<file path="config.mk">
export PLATFORM = sky130hd
export DESIGN_NAME = xcode_fetch
export DESIGN_NICKNAME = d
export VERILOG_FILES = /design/src/rtl/xcode_fetch.sv
export SDC_FILE = /design/constraint.sdc
export NUM_CORES = 1
export LEC_CHECK = 0
export BUFFER_PORTS_ARGS = -buffer_cell sky130_fd_sc_hd__buf_2
export CORE_ASPECT_RATIO = 0.8
export CORE_UTILIZATION = 45
export CTS_BUF_LIST = sky130_fd_sc_hd__clkbuf_8
export DETAILED_ROUTE_END_ITERATION = 8
export GPL_ROUTABILITY_DRIVEN = 0
export PLACE_DENSITY = 0.81
export SYNTH_ARGS = -nofsm -noshare
export SYNTH_HDL_FRONTEND = slang
export SYNTH_SLANG_ARGS = --single-unit
</file>
<file path="constraint.sdc">
create_clock -name clk -period 1.6 [get_ports clk]
set_input_delay 0.24 -clock clk [delete_from_list [all_inputs] [get_ports clk]]
set_output_delay 0.24 -clock clk [all_outputs]
set_load 0.05 [all_outputs]
</file>
<file path="src/rtl/xcode_fetch.sv">
module xcode_fetch #(
  parameter int AW        = 16,
  parameter int DW        = 8,
  parameter int CYC       = 6,
  parameter int ALE_CLKS  = 2,
  parameter int ADDR_CLKS = 3
) (
  input  logic          clk,
  input  logic          rst,
  input  logic          x2_mode,
  input  logic          req,
  input  logic [AW-1:0] req_addr,
  output logic [DW-1:0] rdata,
  output logic          done,
  output logic          cpu_ce,
  output logic          ale,
  output logic          psen_n,
  output logic [AW-DW-1:0] a_hi,
  output logic [DW-1:0] ad_out,
  output logic          ad_oe,
  input  logic [DW-1:0] ad_in
);
  localparam int PW = $clog2(CYC);
  localparam logic [PW-1:0] LAST = PW'(CYC - 1);

  logic          div_q, mode_q, busy_q, pend_q, done_q;
  logic [PW-1:0] ph_q;
  logic [AW-1:0] cur_q, pend_a;
  logic [DW-1:0] rd_q;

  assign cpu_ce = mode_q | div_q;

  logic last, start;
  assign last  = busy_q && (ph_q == LAST);
  assign start = cpu_ce && pend_q && (!busy_q || last);

  assign ale    = busy_q && (ph_q < PW'(ALE_CLKS));
  assign ad_oe  = busy_q && (ph_q < PW'(ADDR_CLKS));
  assign psen_n = !(busy_q && (ph_q >= PW'(ADDR_CLKS)));
  assign ad_out = cur_q[DW-1:0];
  assign a_hi   = cur_q[AW-1:DW];
  assign rdata  = rd_q;
  assign done   = done_q;

  always_ff @(posedge clk) begin
    if (rst) begin
      div_q  <= 1'b0;
      mode_q <= 1'b0;
      busy_q <= 1'b0;
      pend_q <= 1'b0;
      done_q <= 1'b0;
      ph_q   <= '0;
      cur_q  <= '0;
      pend_a <= '0;
      rd_q   <= '0;
    end else begin
      div_q  <= !div_q;
      done_q <= 1'b0;
      if (!busy_q) mode_q <= x2_mode;

      if (start) pend_q <= req;
      else if (!pend_q) pend_q <= req;
      if (req && (start || !pend_q)) pend_a <= req_addr;

      if (cpu_ce && last) begin
        rd_q   <= ad_in;
        done_q <= 1'b1;
      end

      if (start) begin
        busy_q <= 1'b1;
        ph_q   <= '0;
        cur_q  <= pend_a;
      end else if (cpu_ce && busy_q) begin
        if (last) busy_q <= 1'b0;
        else ph_q <= ph_q + 1'b1;
      end
    end
  end
endmodule

</file>
==> implementation parameters <==
Parameter                              Value

Pwr
  Clock Power Share ... 0.307
  Power share of the combinational group ... 0.150
  IR drop worst, VDD ... 0.638 mV
  Switching component of the power ... 594 µW
  Switching share of power ... 0.253
  Cell Pwr Density ... 903 nW/µm²
  Leakage ... 0.00126 µW
  Share of total power in sequential cells ... 0.543
  Internal ... 1750 µW

CTS
  Clock tree from TritonCTS ... done
  Number of buffers created by CTS ... 5
  Number of H-tree levels ... 2
  Clk pin slew, worst setup/hold paths ... 0.08 ns
  Master cell of the clock root buffer ... sky130_fd_sc_hd__clkbuf_8
  Clock Path Buffers ... 2
  Latest clock arrival within the worst-skew pair ... 0.29 ns
  Hold buffer count at CTS ... 0
  Total clock sinks ... 48

Layout
  Fill count ... 375
  Final non-filler cell total ... 314
  Antenna diode instance count ... 0
  Fraction of layout instances using a drive strength above 1 ... 0.339
  Most frequent cells in the layout ... sky130_fd_sc_hd__buf_2, sky130_fd_sc_hd__nand2b_1, sky130_fd_sc_hd__dfxtp_1
  Most common cell after layout, fill and taps aside ... sky130_fd_sc_hd__buf_2
  Area delta synth->final ... 26.2%
  Fin nets ... 287

Floorplanning
  Std-Cell Rows ... 21
  Core outline area ... 4280 µm²
  Die outline width ... 77.6 µm
  Total die area ... 4840 µm²
  Vertical die dimension ... 62.5 µm
  Boundary Pins ... 57
  Starting density of the core ... 0.480

Synthesis
  Count of distinct cell types in the synthesized netlist ... 26
  Post-synth EDFFs ... 0
  Sequential fraction of the synthesis area ... 0.467
  Synthesized netlist net count ... 227
  Mapped Cells ... 196
  Average footprint of a synthesized cell ... 10.5 µm²
  FF+latch count, synth ... 48
  Area of the mapped netlist ... 2060 µm²
  Share of async-settable or async-resettable flops after synthesis ... 0
  Dominant register cell in the synthesized netlist ... sky130_fd_sc_hd__dfxtp_1
  Count of yosys warnings during synthesis ... 0

Global routing
  Pin count of the biggest net entering global routing ... 53
  First-pass GRT wire length ... 6.39 mm
  Met2 track demand over resource in global routing ... 0.268
  Gr busiest metal ... met2
  Vias in the first global route ... 1439
  Global-route track usage on met1 ... 0.213
  GR met3 Demand/Resource ... 0.0526
  Antenna violations before repair ... 0
  Total gr overflow ... 0
  Global router's overall resource usage ... 0.166

Timing
  Final worst-path cycle share ... 1.02
  Final hold violations ... 0
  Number of max-slew violations in the final report ... 0
  RSZ-0062 raised after global routing ... true
  Clock period minus final worst setup slack ... 1.64 ns
  Worst max-slew margin expressed relative to the limit ... 0.766
  Setup WS post-layout ... -0.0388 ns
  Setup total negative slack ... -0.0388 ns
  Worst hold margin ... 0.180 ns
  Actual slew at the worst max-slew pin ... 0.348 ns
  Worst Skew ... 0.00466 ns
  Maximum operating frequency ... 610 MHz
  Final Setup Violations ... 1

Worst setup path
  Register-to-register setup slack ... 0.01 ns
  Launch point of the worst reg-to-reg path ... ph_q[0]
  Launch point of the critical path ... ph_q[0]
  Register-to-Register Path Depth ... 5
  Cell with the largest stage delay on the worst path ... sky130_fd_sc_hd__dfxtp_4
  Delay contributed by the slowest stage of the critical path ... 0.36 ns
  Required time at the endpoint of the critical path ... 1.36 ns
  Kind of critical path ... reg -> out
  Worst setup EP type ... primary output
  Critical path startpoint category ... flip-flop
  Arrival time at the worst endpoint ... 1.40 ns
  Critical path, cell by cell ... ha_4 > ha_4 > a211o_1 > nand2_1 > buf_6
  CP Max Fanout ... 2
  Endpoint of the lowest-slack register-to-register path ... ph_q[0]
  Most repeated library cell on the critical path ... sky130_fd_sc_hd__ha_4

Drt
  Antenna violation net count after detailed routing ... 0
  Routed length per placed instance ... 11.9 µm
  Vias after detailed routing ... 1488
  Number of DRC violations after detailed routing ... 0
  Pre-antenna DRT Iters ... 4
  Violation count after the first detailed-routing iteration ... 37
  Via/cell ratio ... 4.74
  Sum of routed wire length over all layers ... 3.74 mm

Min path
  Hold Crit Start ... ad_in[3]
  Worst hold path cell count ... 3
  Worst Hold End ... rdata[3]
  Worst hold path class ... in -> reg

Placed design
  Input/output buffers ... 56
  DP HPWL ... 2.51 mm
  Number of cells after detailed placement ... 304

Run
  Number of maximum-capacitance violations ... 0

Run status
  Status ... finished with violations
  Violations in the final reports ... setup timing
## worst max-delay path by stage
stage,to,depth (start not counted)
after global placement,cur_q[13],4
after floorplan,psen_n,4
after CTS,psen_n,5
after detailed placement,cur_q[13],4
after global routing,psen_n,5
final,psen_n,5
## stage by stage
stage	utilization	setup WS, ns	total power, µW	cell area [µm²]
detailed placement	0.566	-0.0504	1640	2430
floorplan	-	0.0731	1550	2060
CTS	0.604	-0.0448	2370	2590
global route	0.606	-0.0834	2450	2590
global placement	0.566	0.0261	1630	2430
finish	0.606	-0.0388	2340	2590
## worst max-delay path, delay by kind of cell, from the launching register on
kind	cells	cell delay, ns
AO/OA/AOI/OAI	1	0.22
flip-flops	1	0.36
buffers and inverters	1	0.16
adder cells (fa/ha/maj)	2	0.30
AND/OR/NAND/NOR	1	0.08
## timing repair
| action | CTS | global route |
|---|---|---|
| endpoints found under the setup margin | 9 | 11 |
| resized for setup | 13 | 1 |
| buffers inserted | 2 | 0 |
| pin swaps | 3 | 2 |
## power by group through the flow
stage	sequential [µW]	clock [µW]	combinational (µW)
after floorplan	1330	0	219
after global placement	1300	0	334
after detailed placement	1300	0	339
after CTS	1270	747	351
after global routing	1280	792	382
final	1270	719	352
## synthesized netlist by cell type (all sizes together), types with 2 or more instances
cell type / number / share of area
a211oi: 2 / 0.012
ha: 3 / 0.018
a21oi: 4 / 0.0097
nand2: 3 / 0.0055
dfxtp: 48 / 0.47
buf: 7 / 0.026
mux2i: 41 / 0.20
clkbuf: 5 / 0.0091
nand2b: 49 / 0.15
inv: 4 / 0.0073
o21ai: 6 / 0.016
nor2: 14 / 0.027
## kinds of logic after synthesis
family / share of synthesized area
mux: 0.200
fa+ha+maj: 0.0183
simple gates: 0.195
buf+inv: 0.0420
flops: 0.467
compound gates: 0.0773
## metal layers
metal | part of all wire | wire length [µm] | vias up
li1 | - | - | 773
met2 | 0.45 | 1700 | 37
met4 | 0.0096 | 36 | 0
met5 | 0 | 0 | -
met1 | 0.49 | 1810 | 673
met3 | 0.051 | 190 | 5
## registers in the layout (all words and copies together) (netlist names)
name	cells
busy_q	1
cur_q	16
div_q	1
done	1
mode_q	1
pend_a	16
pend_q	1
ph_q	3
rdata	8
## area by class of cell
type | count | area (µm²) | share of cell area
Sequential cell | 48 | 966 | 0.372
Tap cell | 57 | 71.3 | 0.0275
Multi-Input combinational cell | 132 | 1060 | 0.407
Inverter | 4 | 15.0 | 0.00579
Clock inverter | 2 | 11.3 | 0.00434
Timing Repair Buffer | 65 | 392 | 0.151
Clock buffer | 6 | 82.6 | 0.0318
No activity file was read; power rests on OpenSTA's default activity.
